===== src/rtl/i2cbc_pkg.sv =====
package i2cbc_pkg;

    typedef enum logic [2:0] {
        ST_IDLE,
        ST_ADDR,
        ST_ADDR_ACK,
        ST_WR_BYTE,
        ST_WR_ACK,
        ST_RD_BYTE,
        ST_RD_ACK
    } state_e;

endpackage


===== src/rtl/i2cbc_line_sync.sv =====
module i2cbc_line_sync (
    input  logic clk,
    input  logic rst_n,
    input  logic scl_in,
    input  logic sda_in,
    output logic sda_hi,
    output logic scl_rise,
    output logic scl_fall,
    output logic start_det,
    output logic stop_det
);

    logic scl_m, scl_s, scl_p;
    logic sda_m, sda_s, sda_p;

    // two synchroniser stages plus one history stage, idle bus is high
    always_ff @(posedge clk or negedge rst_n) begin
        if (!rst_n) begin
            scl_m <= 1'b1;
            scl_s <= 1'b1;
            scl_p <= 1'b1;
            sda_m <= 1'b1;
            sda_s <= 1'b1;
            sda_p <= 1'b1;
        end else begin
            scl_m <= scl_in;
            scl_s <= scl_m;
            scl_p <= scl_s;
            sda_m <= sda_in;
            sda_s <= sda_m;
            sda_p <= sda_s;
        end
    end

    assign sda_hi    = sda_s;
    assign scl_rise  = scl_s & ~scl_p;
    assign scl_fall  = ~scl_s & scl_p;
    assign start_det = scl_s & scl_p & sda_p & ~sda_s;
    assign stop_det  = scl_s & scl_p & ~sda_p & sda_s;

endmodule


===== src/rtl/i2cbc_regbank.sv =====
module i2cbc_regbank #(
    parameter int                      NUM_REGS  = 6,
    parameter int                      IDX_W     = 4,
    parameter logic [NUM_REGS*8-1:0]   RESET_VAL = 48'h0000_0000_FF00
) (
    input  logic                    clk,
    input  logic                    rst_n,
    input  logic                    wr_en,
    input  logic [IDX_W-1:0]        wr_idx,
    input  logic [7:0]              wr_data,
    output logic [NUM_REGS*8-1:0]   bytes_o
);

    for (genvar g = 0; g < NUM_REGS; g++) begin : g_reg
        logic [7:0] val;
        always_ff @(posedge clk or negedge rst_n) begin
            if (!rst_n) begin
                val <= RESET_VAL[g*8 +: 8];
            end else if (wr_en && (wr_idx == IDX_W'(g))) begin
                val <= wr_data;
            end
        end
        assign bytes_o[g*8 +: 8] = val;
    end

endmodule


===== src/rtl/i2c_blockcfg_target.sv =====
module i2c_blockcfg_target #(
    parameter int                      NUM_REGS  = 6,
    parameter logic [6:0]              DEV_ADDR  = 7'h69,
    parameter logic [NUM_REGS*8-1:0]   RESET_VAL = 48'h0000_0000_FF00
) (
    input  logic                    clk,
    input  logic                    rst_n,
    input  logic                    scl_in,
    input  logic                    sda_in,
    output logic                    sda_oe,
    output logic [NUM_REGS*8-1:0]   cfg_bytes
);
    import i2cbc_pkg::*;

    localparam int WB_W = $clog2(NUM_REGS + 3);
    localparam int RB_W = $clog2(NUM_REGS + 1);
    localparam logic [WB_W-1:0] WB_ONE   = 1;
    localparam logic [WB_W-1:0] WB_FIRST = 2;
    localparam logic [WB_W-1:0] WB_END   = WB_W'(NUM_REGS + 2);
    localparam logic [RB_W-1:0] RB_ONE   = 1;
    localparam logic [RB_W-1:0] RB_END   = RB_W'(NUM_REGS);
    localparam logic [7:0]      COUNT_B  = 8'(NUM_REGS);

    logic sda_hi, scl_rise, scl_fall, start_det, stop_det;

    state_e            st, st_d;
    logic [3:0]        cnt, cnt_d;
    logic [7:0]        sh, sh_d;
    logic [7:0]        tx, tx_d;
    logic [WB_W-1:0]   widx, widx_d;
    logic [RB_W-1:0]   ridx, ridx_d;
    logic              ack_ok, ack_d;

    logic              wr_en;
    logic [WB_W-1:0]   wr_idx;
    logic              byte_end;
    logic              addr_match;
    logic              wr_room;

    i2cbc_line_sync u_sync (
        .clk       (clk),
        .rst_n     (rst_n),
        .scl_in    (scl_in),
        .sda_in    (sda_in),
        .sda_hi    (sda_hi),
        .scl_rise  (scl_rise),
        .scl_fall  (scl_fall),
        .start_det (start_det),
        .stop_det  (stop_det)
    );

    i2cbc_regbank #(
        .NUM_REGS  (NUM_REGS),
        .IDX_W     (WB_W),
        .RESET_VAL (RESET_VAL)
    ) u_bank (
        .clk     (clk),
        .rst_n   (rst_n),
        .wr_en   (wr_en),
        .wr_idx  (wr_idx),
        .wr_data (sh),
        .bytes_o (cfg_bytes)
    );

    function automatic logic [7:0] pick_byte(input logic [NUM_REGS*8-1:0] v,
                                             input logic [RB_W-1:0] i);
        logic [7:0] r;
        r = '0;
        for (int k = 0; k < NUM_REGS; k++) begin
            if (i == RB_W'(k)) r = v[k*8 +: 8];
        end
        return r;
    endfunction

    assign byte_end   = scl_fall && (cnt == 4'd8);
    assign addr_match = (sh[7:1] == DEV_ADDR);
    assign wr_room    = (widx < WB_END);
    assign wr_idx     = widx - WB_FIRST;
    assign wr_en      = (st == ST_WR_BYTE) && byte_end && wr_room &&
                        (widx >= WB_FIRST) && !start_det && !stop_det;

    // next-state and datapath
    always_comb begin
        st_d   = st;
        cnt_d  = cnt;
        sh_d   = sh;
        tx_d   = tx;
        widx_d = widx;
        ridx_d = ridx;
        ack_d  = ack_ok;
        if (start_det) begin
            st_d   = ST_ADDR;
            cnt_d  = '0;
            sh_d   = '0;
            widx_d = '0;
            ridx_d = '0;
        end else if (stop_det) begin
            st_d  = ST_IDLE;
            cnt_d = '0;
        end else begin
            unique case (st)
                ST_IDLE: begin
                    cnt_d = '0;
                end
                ST_ADDR: begin
                    if (scl_rise) begin
                        sh_d  = {sh[6:0], sda_hi};
                        cnt_d = cnt + 4'd1;
                    end else if (byte_end) begin
                        cnt_d = '0;
                        st_d  = addr_match ? ST_ADDR_ACK : ST_IDLE;
                    end
                end
                ST_ADDR_ACK: begin
                    if (scl_rise) begin
                        cnt_d = 4'd1;
                    end else if (scl_fall && cnt == 4'd1) begin
                        cnt_d = '0;
                        if (sh[0]) begin
                            st_d = ST_RD_BYTE;
                            tx_d = COUNT_B;
                        end else begin
                            st_d = ST_WR_BYTE;
                        end
                    end
                end
                ST_WR_BYTE: begin
                    if (scl_rise) begin
                        sh_d  = {sh[6:0], sda_hi};
                        cnt_d = cnt + 4'd1;
                    end else if (byte_end) begin
                        cnt_d = '0;
                        st_d  = wr_room ? ST_WR_ACK : ST_IDLE;
                    end
                end
                ST_WR_ACK: begin
                    if (scl_rise) begin
                        cnt_d = 4'd1;
                    end else if (scl_fall && cnt == 4'd1) begin
                        cnt_d  = '0;
                        widx_d = widx + WB_ONE;
                        st_d   = ST_WR_BYTE;
                    end
                end
                ST_RD_BYTE: begin
                    if (scl_rise) begin
                        cnt_d = cnt + 4'd1;
                    end else if (byte_end) begin
                        cnt_d = '0;
                        st_d  = ST_RD_ACK;
                    end else if (scl_fall) begin
                        tx_d = {tx[6:0], 1'b0};
                    end
                end
                ST_RD_ACK: begin
                    if (scl_rise) begin
                        cnt_d = 4'd1;
                        ack_d = ~sda_hi;
                    end else if (scl_fall && cnt == 4'd1) begin
                        cnt_d = '0;
                        if (ack_ok && ridx < RB_END) begin
                            tx_d   = pick_byte(cfg_bytes, ridx);
                            ridx_d = ridx + RB_ONE;
                            st_d   = ST_RD_BYTE;
                        end else begin
                            st_d = ST_IDLE;
                        end
                    end
                end
                default: st_d = ST_IDLE;
            endcase
        end
    end

    // state register
    always_ff @(posedge clk or negedge rst_n) begin
        if (!rst_n) begin
            st     <= ST_IDLE;
            cnt    <= '0;
            sh     <= '0;
            tx     <= '0;
            widx   <= '0;
            ridx   <= '0;
            ack_ok <= 1'b0;
        end else begin
            st     <= st_d;
            cnt    <= cnt_d;
            sh     <= sh_d;
            tx     <= tx_d;
            widx   <= widx_d;
            ridx   <= ridx_d;
            ack_ok <= ack_d;
        end
    end

    // outputs
    always_comb begin
        unique case (st)
            ST_ADDR_ACK, ST_WR_ACK: sda_oe = 1'b1;
            ST_RD_BYTE:             sda_oe = ~tx[7];
            default:                sda_oe = 1'b0;
        endcase
    end

endmodule


===== config.mk =====
export PLATFORM = sky130hd
export DESIGN_NAME = i2c_blockcfg_target
export DESIGN_NICKNAME = d
export VERILOG_FILES = /design/src/rtl/i2cbc_pkg.sv /design/src/rtl/i2cbc_line_sync.sv /design/src/rtl/i2cbc_regbank.sv /design/src/rtl/i2c_blockcfg_target.sv
export SDC_FILE = /design/constraint.sdc
export NUM_CORES = 1
export LEC_CHECK = 0
export BUFFER_PORTS_ARGS = -buffer_cell sky130_fd_sc_hd__buf_4
export CORE_MARGIN = 2
export CORE_UTILIZATION = 53
export DETAILED_ROUTE_END_ITERATION = 12
export GPL_ROUTABILITY_DRIVEN = 1
export PLACE_DENSITY = 0.79
export SLEW_MARGIN = 20
export SYNTH_ARGS = -nofsm -noshare
export SYNTH_HDL_FRONTEND = slang
export SYNTH_SLANG_ARGS = --single-unit
export TNS_END_PERCENT = 20

===== constraint.sdc =====
create_clock -name clk -period 2.1 [get_ports clk]
set_input_delay 0.105 -clock clk [delete_from_list [all_inputs] [get_ports clk]]
set_output_delay 0.105 -clock clk [all_outputs]
set_load 0.01 [all_outputs]

* Yosys cells after proc, flatten, opt, wreduce, memory -nomap -nowiden *
Cells that the tools add are included.

storage, ports and cells
  register bits = 85
  input port bits = 4
  output and inout port bits = 49
  word-level logic and storage cells = 181

operators by class
  add/sub/neg operators = 4
  magnitude comparators = 3
  eq/ne operators = 45
  multiplexer cells = 58
  bitwise operators = 14
  reduce and logical (&&, ||, !) cells = 38

operators with widths
  operator                                               count
  two-way mux 8 bit                                      19
  two-way mux 3 bit                                      23
  inequality test 4 bit, second input constant           12
  two-way mux 4 bit                                      11
  case mux 8 bit (3 select lines)                        1
  case mux 3 bit (7 select lines)                        1
  inequality test 2 bit, second input constant           10
  == test 3 bit, second input constant                   5
  logical AND 1 bit                                      14
  AND reduction 13 bit                                   1
  == test 3 x 2 -> 1 bit, second input constant          4
  case mux 4 bit (3 select lines)                        1
  AND reduction 12 bit                                   1
  nonzero test 2 bit                                     6
  inequality test 5 x 1 -> 1 bit, second input constant  2
  adder 4 x 1 -> 4 bit, second input constant            2
  == test 4 x 1 -> 1 bit, second input constant          2
  == test 4 x 2 -> 1 bit, second input constant          2
  == test 4 x 3 -> 1 bit, second input constant          2
  AND reduction 4 bit                                    2
  AND 1 bit                                              7
  == test 7 bit, second input constant                   1
  inverter 1 bit                                         7
  == test 3 x 1 -> 1 bit, second input constant          2
  19 further kinds                                       24

* Logic depth before layout (Yosys ltp) *
  word-level depth = 11
  depth in mapped cells = 10
  mapped depth without buffers = 7

* Modules after synthesis *
Synthesis repeated with hierarchy kept, for this count alone.

unflattened totals
  cells, all modules = 435
  area, all modules = 4569.4 um2

by module, submodules not included
  module               times used  cells each  area each (um2)  seq. area each (um2)
  i2c_blockcfg_target  1           318         2477.4           775.7
  i2cbc_regbank        1           107         1901.8           1211.2
  i2cbc_line_sync      1           10          190.2            157.7

* Least setup slack after synthesis *
No wires, ideal clock.

  path kind = reg2reg
  start point = register ridx[0]
  end point = register tx[1]
  library setup time = 121 ps
  arrival = 1895 ps
  required time = 1979 ps
  path slack = 84 ps
  cell stages (with the launch flop) = 10
  buffers on the path = 2
  period minus slack after synthesis = 2016 ps
  cell sequence = dfrtp_1 ha_1 ha_1 clkbuf_1 or2_2 clkbuf_1 a221o_1 o21ai_0 a21oi_1 o22a_1

on the way
  cells in the longest elaborated chain, start to end = 11
  elaborated cells on any way between the ends = 20
  those cells by class = order compare (1); eq/ne (6); mux (10); reduce/logical (3)

RTL lines
  what                             RTL line                    RTL
  from (decl)                      i2c_blockcfg_target.sv:31   logic [RB_W-1:0] ridx, ridx_d;
  from (signal assigned)           i2c_blockcfg_target.sv:191  ridx <= ridx_d;
  logical NOT 3 bit                i2c_blockcfg_target.sv:70   if (i == RB_W'(k)) r = v[k*8 +: 8];
  two-way mux 8 bit (6 in series)  i2c_blockcfg_target.sv:70
  two-way mux 8 bit                i2c_blockcfg_target.sv:161  if (ack_ok && ridx < RB_END) begin
  two-way mux 8 bit                i2c_blockcfg_target.sv:159  end else if (scl_fall && cnt == 4'd1) begin
  two-way mux 8 bit                i2c_blockcfg_target.sv:156  if (scl_rise) begin
  case mux 8 bit (3 select lines)  i2c_blockcfg_target.sv:101  unique case (st)
  to (signal assigned)             i2c_blockcfg_target.sv:189  tx <= tx_d;
  to (decl)                        i2c_blockcfg_target.sv:29   logic [7:0] tx, tx_d;

Several ways; a longest one is shown, not always the timed one. The select of a mux whose other input is x is not followed.
A chain may end at the register's enable or synchronous reset.

* Worst setup path after layout *
  start point = register ridx[0]
  end point = register tx[2]

The elaborated chain is that of the path after synthesis.

==> flow_summary.ini <==
[global_routing]
overflow = 0
grt_usage_pct = 23.7
grt_max_degree = 49
grt_pass1_vias = 3341
grt_pass1_wl_microns = 17700
antenna_found_initial = 0

[placement]
dp_hpwl_microns = 7750
placed_cell_area_sq_um = 5240
dp_slack_ns = 0.0702
gp_congestion = 0.913
numPortBuffers = 52

[layout]
n_fill_cell = 691
area_delta_synth_final_pct = 18.1
diodes = 0
drive_above_1_share_pct = 37.8
final_util_pct = 63.5
mostFrequentLayoutCell = buf_4
layout.nets = 488
final_cell_mix = buf_4 (78), dfrtp_1 (71), nand2_1 (36), mux2_4 (32)
fin_area_sq_um = 5460

[synth]
synth_top_area_cell = dfrtp_1
syn_avg_cell_area_sq_um = 11.5
syn_area_sq_um = 4620
synth_area_leaders = dfrtp_1 (38%), mux2_4 (10%), dfstp_2 (8.0%), ha_1 (4.1%), mux2_2 (3.9%)
synth_edf_count = 0
synth_top_area_share_pct = 38.4
syn-instance-count = 401
async_flop_share_pct = 100
synthAdderAreaFrac_pct = 4.06
ys_seq_elements = 85
dominantRegCellSynth = dfrtp_1
yosysUniqueCellTypes = 64
synth_top_family_by_area = multiplexers
synthMuxAreaShare_pct = 16.5
ys_seq_area_share_pct = 46.4
syn_nets = 420
synth-simple-area-share_pct = 12.9
synthXorXnorAreaFrac_pct = 0.947
synth_compound_area_share_pct = 14.8
yosysWarnings = 0

[detailed_routing]
routed_via_density = 5.93
num_vias = 3453
drt-pass1-iter-count = 5
drtIter0Drc = 284
route.detailed.drc = 0
finalWirelength_microns = 10900
ant_nets = 0
post_drt_wl_per_cell_microns = 18.8

[worst_setup_path]
crit_end = tx[2]$_DFFE_PN0P_
worstPathMaxFanout = 7
rrSetupSlack_ns = 0.04
cp.arrival_ns = 2.31
worstSetupPathType = reg -> reg
r2r-start = ridx[0]$_DFFE_PN0P_
worstRegToRegCells = 7
startpoint_type = flop
worstReg2RegEnd = tx[2]$_DFFE_PN0P_
critPathCaptureType = flop
crit_required_ns = 2.35
crit_start = ridx[0]$_DFFE_PN0P_

[sta]
period_share_pct = 98.1
setup_violations = 0
rsz0062_at_grt = yes
hold_violations = 0
hold_slack_ns = 0.238
slew_viol_final = 0
tightest_slew_ns = 0.529
period_needed_ns = 2.06
clock_skew_ns = 0.0136
relSlewSlack_pct = 64.7
worst_slack_ns = 0.0402
clock.fmax_ghz = 0.485

[clock_network]
clkSinkCount = 85
htreeDepth = 3
path_clk_slew_ns = 0.10
cts_setup_buffers = 0
clock_path_buffers = 2
clock_latency_ns = 0.37
cts_buffers = 9
tritoncts = built
cts_root_buf = clkbuf_8

[power]
power_switching_share_pct = 34.1
vdd_drop_max_mv = 0.326
p_leak_nw = 2.64
p_seq_share_pct = 46.7
powerDensity_nw_per_um2 = 695
pwr-share-comb_pct = 24.8
pwr-share-clk_pct = 28.5
finalPower_mw = 3.80
internal-power_mw = 2.50
p_switching_mw = 1.29

[floorplan]
floorplan.initialDensity_pct = 53.8
die_y_microns = 97.4
core_area_sq_um = 8590
fp.dieW_microns = 97.4
dieArea_sq_um = 9480
ios = 53
core.rowCount = 34

[run_status]
outcome = finished clean

[min_path]
hold_class = in -> async

[job]
maxCapViolations = 0
[worst max-delay path, cell delays in order, from the launching register on]
cell     delay [ns]
dfrtp_1        0.44
ha_1           0.23
ha_1           0.19
or2_2          0.34
a221o_1        0.30
o21ai_0        0.13
a21oi_1        0.13
o22a_1         0.19
[synth_stat cells, types with 5 or more instances]
| cell type | n |
|---|---|
| dfrtp_1 | 71 |
| nand2_1 | 36 |
| mux2_4 | 32 |
| inv_1 | 20 |
| nor2_1 | 20 |
| o21ai_0 | 20 |
| a21oi_1 | 18 |
| mux2_2 | 16 |
| ha_1 | 15 |
| dfstp_2 | 14 |
| clkbuf_1 | 11 |
| mux2i_1 | 10 |
| a21o_1 | 7 |
| a221o_1 | 7 |
| nand2b_1 | 7 |
| a211oi_1 | 6 |
| o22a_1 | 6 |
| clkbuf_2 | 5 |
[registers in the layout, indices dropped and copies added (netlist names), 3 cells and up]
signal,cells
st,3
cnt,4
ridx,3
tx,8
sh,8
u_bank.g.val,48
widx,4
[metal layers]
metal  wire length [microns]  up-vias  part of all wire [%]  GRT usage [%]
met5                       0        -                     0              0
met4                     242        0                   2.2           8.97
met3                     542       22                   5.0           2.88
met2                    5220      142                    48           37.2
met1                    4940     1726                    45           33.9
li1                        -     1563                     -              -
[per-stage QoR]
step                setup TNS [ns]  instances
floorplan                        0        401
global placement                 0        563
detailed placement               0        563
CTS                              0        582
global route               -0.0360        582
finish                           0        582
[cell type report]
class                   instances  area [sq um]  area share, %
clock buffers                   9           124           2.27
clock inverters                 7          55.1           1.01
inverters                      21          78.8           1.44
multi-input cells             270          2290           41.9
flip-flops and latches         85          2140           39.3
well taps                     108           135           2.47
repair buffers                 82           636           11.6
[cells by family (layout without fill, tap and decap cells)]
family	count (synthesis)	count (layout)
compound gates	93	93
xor+xnor	5	5
fa+ha+maj	15	15
buf+inv	46	119
flops	85	85
mux	58	58
simple gates	99	99
[power groups by stage]
stage                     clock [mW]  combinational (mW)  sequential (mW)
after floorplan                    0               0.638             1.75
after global placement             0               0.883             1.80
after detailed placement           0               0.898             1.80
after CTS                       1.10               0.917             1.77
after global routing            1.17                1.02             1.78
final                           1.08               0.940             1.77
[worst min path at each step]
stage                     start                                 end  depth (start not counted)
after CTS                 rst_n  u_bank.g_reg[3].val[0]$_DFFE_PN0P_                          2
final                     rst_n  u_bank.g_reg[3].val[0]$_DFFE_PN0P_                          2
after floorplan           rst_n                  ack_ok$_DFFE_PN0P_                          0
after global routing      rst_n  u_bank.g_reg[3].val[0]$_DFFE_PN0P_                          2
after detailed placement  rst_n  u_bank.g_reg[2].val[0]$_DFFE_PN0P_                          1
after global placement    rst_n  u_bank.g_reg[2].val[6]$_DFFE_PN0P_                          1
[what timing repair did]
| item | in CTS | in global routing |
|---|---|---|
| hold buffers | 3 | 0 |
| endpoints found under the hold margin | 32 | 0 |
| resized for setup | 0 | 2 |
| endpoints found under the setup margin | 0 | 10 |
Note: power is estimated with default switching activity, not from simulation.
